--- src/rtl/tlb_pkg.sv ---
package tlb_pkg;
    localparam int VA_W    = 32;
    localparam int SEG_LSB = 20;
    localparam int LPG_LSB = 13;
    localparam int SPG_LSB = 12;

    typedef enum logic [1:0] {
        SZ_SEG = 2'd0,
        SZ_LPG = 2'd1,
        SZ_SPG = 2'd2,
        SZ_RSV = 2'd3
    } pg_size_e;

    typedef enum logic [1:0] {
        OP_IDLE,
        OP_REFILL,
        OP_FLUSH_ONE,
        OP_FLUSH_ALL
    } tlb_op_e;

    typedef enum logic [1:0] {
        RS_NONE,
        RS_MISS,
        RS_HIT
    } rsp_st_e;

    typedef struct packed {
        logic            vld;
        pg_size_e        size;
        logic [VA_W-1:0] vtag;
        logic [VA_W-1:0] pbase;
        logic            b;
        logic            c;
    } tlb_ent_t;

    function automatic logic [VA_W-1:0] size_mask(pg_size_e s);
        logic [VA_W-1:0] ones;
        ones = '1;
        unique case (s)
            SZ_SEG:         return ones << SEG_LSB;
            SZ_LPG:         return ones << LPG_LSB;
            SZ_SPG, SZ_RSV: return ones << SPG_LSB;
            default:        return ones << SPG_LSB;
        endcase
    endfunction
endpackage

--- src/rtl/tlb_entry.sv ---
module tlb_entry
    import tlb_pkg::*;
(
    input  logic            clk,
    input  logic            rst_n,
    input  logic            wr_en,
    input  tlb_ent_t        wr_ent,
    input  logic            inv_all,
    input  logic            inv_one_en,
    input  logic [VA_W-1:0] fl_va,
    input  logic [VA_W-1:0] lk_va,
    output tlb_ent_t        ent_q,
    output logic            lk_match
);
    logic [VA_W-1:0] own_mask;
    logic            fl_match;

    always_comb begin
        own_mask = size_mask(ent_q.size);
        lk_match = ent_q.vld && ((lk_va & own_mask) == ent_q.vtag);
        fl_match = ent_q.vld && ((fl_va & own_mask) == ent_q.vtag);
    end

    always_ff @(posedge clk) begin
        if (!rst_n) begin
            ent_q <= '0;
        end else if (inv_all || (inv_one_en && fl_match)) begin
            ent_q.vld <= 1'b0;
        end else if (wr_en) begin
            ent_q <= wr_ent;
        end
    end
endmodule

--- src/rtl/tlb_rr_ptr.sv ---
module tlb_rr_ptr #(
    parameter int NUM_ENT = 32,
    localparam int IDX_W  = (NUM_ENT > 1) ? $clog2(NUM_ENT) : 1
) (
    input  logic             clk,
    input  logic             rst_n,
    input  logic             adv,
    output logic [IDX_W-1:0] ptr
);
    localparam logic [IDX_W-1:0] LAST = IDX_W'(NUM_ENT - 1);

    always_ff @(posedge clk) begin
        if (!rst_n) begin
            ptr <= '0;
        end else if (adv) begin
            ptr <= (ptr == LAST) ? '0 : ptr + IDX_W'(1);
        end
    end
endmodule

--- src/rtl/tlb_hit_sel.sv ---
module tlb_hit_sel #(
    parameter int NUM_ENT = 32
) (
    input  logic [NUM_ENT-1:0] match,
    output logic [NUM_ENT-1:0] grant,
    output logic               any
);
    always_comb begin
        grant = '0;
        for (int i = NUM_ENT - 1; i >= 0; i--) begin
            if (match[i]) begin
                grant    = '0;
                grant[i] = 1'b1;
            end
        end
        any = |match;
    end
endmodule

--- src/rtl/mpsz_tlb.sv ---
module mpsz_tlb
    import tlb_pkg::*;
#(
    parameter int NUM_ENT      = 32,
    parameter bit EN_FLUSH_ONE = 1'b1
) (
    input  logic        clk,
    input  logic        rst_n,
    input  logic        lk_req,
    input  logic [31:0] lk_va,
    input  logic        rf_we,
    input  logic [31:0] rf_va,
    input  logic [31:0] rf_pa,
    input  logic [1:0]  rf_size,
    input  logic        rf_b,
    input  logic        rf_c,
    input  logic        fl_all,
    input  logic        fl_one,
    input  logic [31:0] fl_va,
    output logic        lk_hit,
    output logic [31:0] lk_pa,
    output logic        lk_b,
    output logic        lk_c
);
    localparam int IDX_W = (NUM_ENT > 1) ? $clog2(NUM_ENT) : 1;

    tlb_op_e          op;
    logic             inv_all, inv_one_en, rf_go;
    logic [IDX_W-1:0] rr_ptr;
    tlb_ent_t         wr_ent;
    tlb_ent_t         ents [NUM_ENT];
    logic [NUM_ENT-1:0] match_vec, grant, vld_vec;
    logic             any_hit;
    logic [31:0]      sel_pa;
    logic             sel_b, sel_c;
    rsp_st_e          rs_q, rs_nxt;
    logic [31:0]      pa_q;
    logic             b_q, c_q;

    // command decode: flush-all > flush-one > refill
    always_comb begin
        if (fl_all)                     op = OP_FLUSH_ALL;
        else if (fl_one && EN_FLUSH_ONE) op = OP_FLUSH_ONE;
        else if (rf_we)                 op = OP_REFILL;
        else                            op = OP_IDLE;
    end

    always_comb begin
        inv_all    = 1'b0;
        inv_one_en = 1'b0;
        rf_go      = 1'b0;
        unique case (op)
            OP_IDLE:      ;
            OP_REFILL:    rf_go      = 1'b1;
            OP_FLUSH_ONE: inv_one_en = 1'b1;
            OP_FLUSH_ALL: inv_all    = 1'b1;
            default:      ;
        endcase
    end

    always_comb begin
        logic [31:0] m;
        m            = size_mask(pg_size_e'(rf_size));
        wr_ent.vld   = 1'b1;
        wr_ent.size  = pg_size_e'(rf_size);
        wr_ent.vtag  = rf_va & m;
        wr_ent.pbase = rf_pa & m;
        wr_ent.b     = rf_b;
        wr_ent.c     = rf_c;
    end

    tlb_rr_ptr #(.NUM_ENT(NUM_ENT)) u_ptr (
        .clk   (clk),
        .rst_n (rst_n),
        .adv   (rf_go),
        .ptr   (rr_ptr)
    );

    for (genvar g = 0; g < NUM_ENT; g++) begin : g_ent
        tlb_entry u_ent (
            .clk        (clk),
            .rst_n      (rst_n),
            .wr_en      (rf_go && (rr_ptr == IDX_W'(g))),
            .wr_ent     (wr_ent),
            .inv_all    (inv_all),
            .inv_one_en (inv_one_en),
            .fl_va      (fl_va),
            .lk_va      (lk_va),
            .ent_q      (ents[g]),
            .lk_match   (match_vec[g])
        );
        assign vld_vec[g] = ents[g].vld;
    end

    tlb_hit_sel #(.NUM_ENT(NUM_ENT)) u_sel (
        .match (match_vec),
        .grant (grant),
        .any   (any_hit)
    );

    always_comb begin
        logic [31:0] m;
        sel_pa = '0;
        sel_b  = 1'b0;
        sel_c  = 1'b0;
        for (int i = 0; i < NUM_ENT; i++) begin
            m = size_mask(ents[i].size);
            if (grant[i]) begin
                sel_pa = (ents[i].pbase & m) | (lk_va & ~m);
                sel_b  = ents[i].b;
                sel_c  = ents[i].c;
            end
        end
    end

    always_comb begin
        if (!lk_req)      rs_nxt = RS_NONE;
        else if (any_hit) rs_nxt = RS_HIT;
        else              rs_nxt = RS_MISS;
    end

    // state register
    always_ff @(posedge clk) begin
        if (!rst_n) begin
            rs_q <= RS_NONE;
            pa_q <= '0;
            b_q  <= 1'b0;
            c_q  <= 1'b0;
        end else begin
            rs_q <= rs_nxt;
            pa_q <= sel_pa;
            b_q  <= sel_b;
            c_q  <= sel_c;
        end
    end

    // outputs
    always_comb begin
        lk_hit = 1'b0;
        lk_pa  = '0;
        lk_b   = 1'b0;
        lk_c   = 1'b0;
        unique case (rs_q)
            RS_NONE, RS_MISS: ;
            RS_HIT: begin
                lk_hit = 1'b1;
                lk_pa  = pa_q;
                lk_b   = b_q;
                lk_c   = c_q;
            end
            default: ;
        endcase
    end
endmodule

--- config.mk ---
export PLATFORM = sky130hd
export DESIGN_NAME = mpsz_tlb
export DESIGN_NICKNAME = d
export VERILOG_FILES = /design/src/rtl/tlb_pkg.sv /design/src/rtl/tlb_entry.sv /design/src/rtl/tlb_rr_ptr.sv /design/src/rtl/tlb_hit_sel.sv /design/src/rtl/mpsz_tlb.sv
export SDC_FILE = /design/constraint.sdc
export NUM_CORES = 2
export LEC_CHECK = 0
export BUFFER_PORTS_ARGS = -buffer_cell sky130_fd_sc_hd__buf_2
export CAP_MARGIN = 5
export CORE_MARGIN = 2
export CORE_UTILIZATION = 40
export CTS_CLUSTER_SIZE = 8
export DETAILED_ROUTE_END_ITERATION = 12
export SYNTH_ARGS = -nofsm -noshare
export SYNTH_HDL_FRONTEND = slang
export SYNTH_SLANG_ARGS = --single-unit
--- constraint.sdc ---
create_clock -name clk -period 5.35 [get_ports clk]
set_clock_uncertainty 0.2 [all_clocks]
set_input_delay 0.8025 -clock clk [delete_from_list [all_inputs] [get_ports clk]]
set_output_delay 0.8025 -clock clk [all_outputs]
set_load 0.1 [all_outputs]
# Yosys cells after proc, flatten, opt, wreduce, memory -nomap -nowiden
# Cells that the tools add are included.
[word_totals] inputBits=138 register_bits=2249 out_inout_bits=35
[op_classes] n_reduce_logical=293 addsub=1 muxes=173 n_bitwise=227 eq_ne=198
[op_table] op="$and A32 B32 Y32" n=130
[op_table] op="$pmux W32 S3" n=33
[op_table] op="$mux W32" n=65
[op_table] op="$eq A32 B32 Y1" n=64
[op_table] op="$not A32 Y32" n=32
[op_table] op="$or A32 B32 Y32" n=32
[op_table] op="$eq A2 B2 Y1 const B" n=69
[op_table] op="$reduce_or A2 Y1" n=65
[op_table] op="$logic_and A1 B1 Y1" n=128
[op_table] op="$eq A5 B5 Y1 const B" n=16
[op_table] op="$mux W1" n=71
[op_table] op="$eq A2 B1 Y1 const B" n=34
[op_table] op="$logic_not A2 Y1" n=33
[op_table] op="$reduce_and A2 Y1" n=33
[op_table] op="$eq A5 B4 Y1 const B" n=8
[op_table] op="$not A1 Y1" n=33
[op_table] op="$logic_or A1 B1 Y1" n=32
[op_table] op="$reduce_or A32 Y1" n=1
[op_table] op="$eq A5 B3 Y1 const B" n=4
[op_table] op="$eq A5 B2 Y1 const B" n=2
[op_table] op="$mux W2" n=3
[op_table] op="$add A5 B1 Y5 const B" n=1
[op_table] op="$eq A5 B1 Y1 const B" n=1
[op_table] op="$logic_not A5 Y1" n=1
[op_table] op="$mux W5" n=1

# Longest topological paths before layout
[logic_depth] depth_word=70 depth_mapped=20

# By module
# A second synthesis with hierarchy kept.
[hier_totals] hier_cells=13865 area_unflattened_um2=117312.5
[modules_own_cells] module="tlb_entry" instances=32 cells_per_inst=386 area_each_um2=3329.4
[modules_own_cells] module="mpsz_tlb" instances=1 cells_per_inst=1412 area_each_um2=10032.1
[modules_own_cells] module="tlb_hit_sel" instances=1 cells_per_inst=76 area_each_um2=494.2
[modules_own_cells] module="tlb_rr_ptr" instances=1 cells_per_inst=25 area_each_um2=244.0

# Least setup slack after synthesis
# No wires, ideal clock.
[synth_timing] path_type="input -> register" from="input lk_va[30]" to="register pa_q[13]" t_arrival_ns=4.225 slack_ns=0.791 cell_stages=19 cell_sequence="buf_2 -> buf_4 -> buf_2 -> buf_2 -> xor2_1 -> nor4_1 -> nand4_1 -> nor3_1 -> nand4_1 -> nand2_1 -> nor3_1 -> or3b_1 -> nor2_1 -> and2_1 -> buf_4 -> a221o_1 -> a311o_1 -> a21oi_1 -> a2111oi_2"
[synth_via] elab_chain_cells=66 word_cells_on_any_way=160
[synth_lines] item="start, declared" line="mpsz_tlb.sv:10" rtl="input logic [31:0] lk_va,"
[synth_lines] item="$and A32 B32 Y32" line="tlb_entry.sv:20" rtl="lk_match = ent_q.vld && ((lk_va & own_mask) == ent_q.vtag);"
[synth_lines] item="$eq A32 B32 Y1" line="tlb_entry.sv:20"
[synth_lines] item="$logic_and A1 B1 Y1" line="tlb_entry.sv:20"
[synth_lines] item="$mux W32 (30 in series)" line="tlb_hit_sel.sv:11" rtl="if (match[i]) begin"
[synth_lines] item="$mux W32 (*)" line="tlb_hit_sel.sv:11"
[synth_lines] item="$mux W32 (31 in series)" line="mpsz_tlb.sv:108" rtl="if (grant[i]) begin"
[synth_lines] item="$mux W32 (*)" line="mpsz_tlb.sv:108"
[synth_lines] item="end signal, assigned" line="mpsz_tlb.sv:131" rtl="pa_q <= sel_pa;"
[synth_lines] item="end, declared" line="mpsz_tlb.sv:37" rtl="logic [31:0] pa_q;"
# Mark *: on every way between the ends. The rest lies on a longest branch, timed or not.
# A chain may end at the register's enable or synchronous reset.

# Worst setup path after layout
[layout_timing] from="register g_ent[7].u_ent.ent_q[67] (netlist name)" to="register pa_q[28]"
[layout_via] elab_chain_cells=46 word_cells_on_any_way=49
[layout_lines] item="start, declared" line="tlb_entry.sv:12" rtl="output tlb_ent_t ent_q,"
[layout_lines] item="start signal, assigned" line="tlb_entry.sv:30" rtl="ent_q <= wr_ent;"
[layout_lines] item="$eq A2 B2 Y1"
[layout_lines] item="$reduce_or A2 Y1"
[layout_lines] item="$pmux W32 S3 (*)" line="tlb_pkg.sv:39" rtl="unique case (s)"
[layout_lines] item="$and A32 B32 Y32 (*)" line="tlb_entry.sv:20"
[layout_lines] item="$eq A32 B32 Y1 (*)" line="tlb_entry.sv:20"
[layout_lines] item="$logic_and A1 B1 Y1 (*)" line="tlb_entry.sv:20"
[layout_lines] item="$mux W32 (*) (8 in series)" line="tlb_hit_sel.sv:11"
[layout_lines] item="$mux W32 (31 in series)" line="mpsz_tlb.sv:108"
[layout_lines] item="$mux W32 (*)" line="mpsz_tlb.sv:108"
# Mark *: on every way between the ends. The rest lies on a longest branch, timed or not. The select of a mux whose other input is x is not followed.

==> qor.txt <==
status - complete, no violations
slowest stage cell, crit path - nor2_1
Worst-Margin Slew - 1.41 ns
die area - 0.205 mm2
syn_area_per_cell - 7.26 um2
max cap viols - 0
master cell of the clock root buffer - clkbuf_16
CTS Buf Count - 204
startpoint type of the worst setup path - flip-flop
CTS tree - done
Internal Power - 18.3 mW
grt ovf - 0
Routed Wire Length - 356 mm
layout net count - 11,300
Pwr Density - 268 mW/mm2
Clock Tree Buf Depth - 3
flop2flop setup slack - 0.13 ns
Seq/Total Area, Yosys - 36.8%
clock share of power - 47.6%
Most used DFF post-synth - dfxtp_1
EDFF count, synth - 0
Via density - 5.95
global-route wire length before repair - 512 mm
P&R area growth vs syn - 15.1%
synthesized-area fraction occupied by adder cells - 0.0932%
compound-gate portion of the synthesized area - 18.9%
Worst EP required - 5.94 ns
Synth Net Count - 11,200
gp weighted congestion - 1.00
Final Non-Filler Cells - 13,900
post-synthesis mux area share - 2.02%
First-pass DRT Iterations - 7
Gate power share - 7.8%
critical path buffer and inverter count - 5
CORE AREA - 0.200 mm2
Clock Sinks - 1,481
post-place instance area - 0.0871 mm2
largest family of logic cells by synthesized area - simple AND/OR/NAND/NOR gates
Clock H-tree levels - 4
Levels on crit path - 18
cells along the critical path - buf_4 > and3b_1 > nor4b_2 > nand4_1 > buf_4 > nor4_4 > buf_4 > nand2b_4 > or4b_4 > nor2_1 > a22oi_1 > a41oi_1 > buf_4 > o221ai_1 > a2111oi_0 > buf_4 > o211ai_1 > o21ai_0
Site Rows - 164
Post-Synthesis Cells - 11,100
Flop pwr share - 44.6%
post-layout min period - 5.22 ns
CP top delay family - simple AND/OR/NAND/NOR gates
CTS clock-pin slew for the worst setup and hold paths - 0.05 ns
Post-Synth XOR/XNOR Area - 11.1%
HP Class - in2reg
cell repeated most along the worst path - buf_4
layout cell share with drive strength beyond 1 - 12.2%
I/O pins - 173
critical path capture point type - flip-flop
DR vias - 82,500
Fillers - 19,900
Fin. Hold Viols - 0
placed insts - 13,600
switching power - 6.52 mW
crit path launch - g_ent[7].u_ent.ent_q[67]
DPL Wire Length - 253 mm
Cell Area, Synth - 0.0806 mm2
Lkg Pwr - 34.0 nW
post-route ant nets - 0
Post-Synth Simple-Gate Area - 25.2%
detailed router's first-iteration violation count - 10,600
sw frac - 26.2%
Final Slew Violations - 0
fin util - 46.4%
I/O Buffers - 136
initial antenna violation count - 18
mean routed wirelength per cell - 25.6 um
die height - 453 um
gr usage total - 33.3%
RR Endpoint - pa_q[28]
crit-path max FO - 11
maximum vdd drop - 279 uV
Max stage delay on crit path - 0.70 ns
Tcrit/Tclk final - 97.6%
design area - 0.0928 mm2
RSZ-0062 raised after global routing - false
flops & latches, synth - 1,481
Remaining DRCs - 0
largest net degree at the start of global routing - 240
worst r2r src - g_ent[7].u_ent.ent_q[67]
Syn. warnings - 0
Crit Path Class - reg2reg
Peak Freq - 0.191 GHz
Async S/R FF share, synth - 0%
CP Capture Point - pa_q[28]
FF-to-FF path depth - 18
via count of the first global-routing pass - 74,700
synth unique cells - 101
WHS - 0.242 ns
Clock Latency Late Sink - 0.86 ns
max_slew headroom - 5.87%
Setup violations, final - 0
Initial Util - 40.3%
critical path arrival - 5.81 ns
Die X - 453 um
-- cell type report --
cell class	instances	area (um2)	area share (%)
repair buffers	963	7570	8.16
clock inverters	16	289	0.312
diodes	8	20.0	0.0216
multi-input cells	8467	46500	50.1
inverters	66	255	0.275
flip-flops and latches	1481	29600	32.0
clock buffers	210	5160	5.56
well taps	2656	3320	3.58
-- cell usage after synthesis, drive strengths merged, types with 27 or more instances --
library cell	n	area, um2
or2	37	231
and3	48	300
a32oi	51	447
mux2i	138	1380
nand3b	36	270
xor2	418	3660
o22ai	75	469
nor2	1553	5840
a31oi	129	807
nand2	2309	8680
nor3	63	363
a222oi	27	270
o32ai	124	1090
a21oi	1554	7780
and2	58	363
nor4	147	962
o211ai	32	240
inv	65	244
nor2b	48	300
a221oi	49	429
buf	233	1270
o21ai	189	953
o221ai	53	464
nand4	182	1200
xnor2	605	5300
nor4bb	39	390
nand3	123	633
dfxtp	1481	29600
clkbuf	852	3200
-- placed cells by master, fill, tap and decap left out, types with 58 or more instances in the layout --
master / synthesis / layout
dfxtp_1: 1481 / 1481
nand4_1: 174 / 174
and2_1: 58 / 58
nand3_1: 121 / 106
o21ai_0: 180 / 180
nor2_1: 1550 / 1510
o32ai_1: 124 / 124
buf_4: 42 / 771
a31oi_1: 129 / 129
buf_2: 82 / 128
clkbuf_16: 0 / 205
o22ai_1: 75 / 75
inv_1: 65 / 64
mux2i_1: 138 / 138
nand2_1: 2307 / 2286
xor2_1: 418 / 418
a21oi_1: 1553 / 1553
nor4_1: 143 / 142
xnor2_1: 605 / 605
-- cells by family after synthesis --
family	count (synthesis)
XOR/XNOR	1023
buffers and inverters	1151
adder cells (fa/ha/maj)	6
multiplexers	160
flip-flops	1481
AND/OR/NAND/NOR	4738
AO/OA/AOI/OAI	2540
-- through the flow --
step	setup WS (ns)	power [mW]	TNS, ns
after global placement	-0.529	13.2	-9.56
after CTS	0.0601	24.9	0
final	0.127	24.8	0
after detailed placement	-0.569	13.2	-10.93
after floorplan	0.791	12.3	0
after global routing	0.00537	25.4	0
-- repair_timing --
item | 4_1_cts | 5_1_grt
endpoints found under the hold margin | 14 | 0
hold buffers | 13 | 0
gates resized for setup | 0 | 4
buffers inserted | 0 | 1
setup endpoints to repair | 0 | 9
-- metal layers --
layer	vias to the layer above	global-route usage [%]	share of wire [%]
met3	884	7.26	11
li1	37600	-	-
met1	39400	45.0	41
met5	-	0	0.024
met2	4508	50.0	42
met4	14	16.5	5.7
-- flip-flops by register name (all words and copies together) (netlist names) --
name,cells
b_q,1
c_q,1
u_ptr.ptr,5
rs_q,2
g_ent.u_ent.ent_q,1440
pa_q,32
-- worst min-delay path by stage --
stage	startpoint	to	slack, ns	depth (start not counted)
finish	fl_all	g_ent[25].u_ent.ent_q[68]	0.24	4
global route	rf_va[21]	g_ent[21].u_ent.ent_q[55]	0.23	3
CTS	fl_all	g_ent[25].u_ent.ent_q[68]	0.18	4
detailed placement	g_ent[2].u_ent.ent_q[22]	g_ent[2].u_ent.ent_q[22]	0.24	2
global placement	g_ent[3].u_ent.ent_q[25]	g_ent[3].u_ent.ent_q[25]	0.24	2
floorplan	g_ent[2].u_ent.ent_q[0]	g_ent[2].u_ent.ent_q[0]	0.23	2
-- power groups by stage --
stage	combinational, mW	sequential [mW]	clock (mW)
after CTS	1.87	11.1	12.0
after detailed placement	1.86	11.3	0
after global placement	1.85	11.3	0
after global routing	1.97	11.1	12.4
final	1.93	11.1	11.8
after floorplan	1.01	11.3	0
-- worst register-to-register path: cells and delay by family, from the launching register on --
family | cells | cell delay [ns]
flops | 1 | 0.47
simple gates | 7 | 1.95
buf+inv | 5 | 0.97
compound gates | 6 | 1.56
Note: power is estimated with default switching activity, not from simulation.
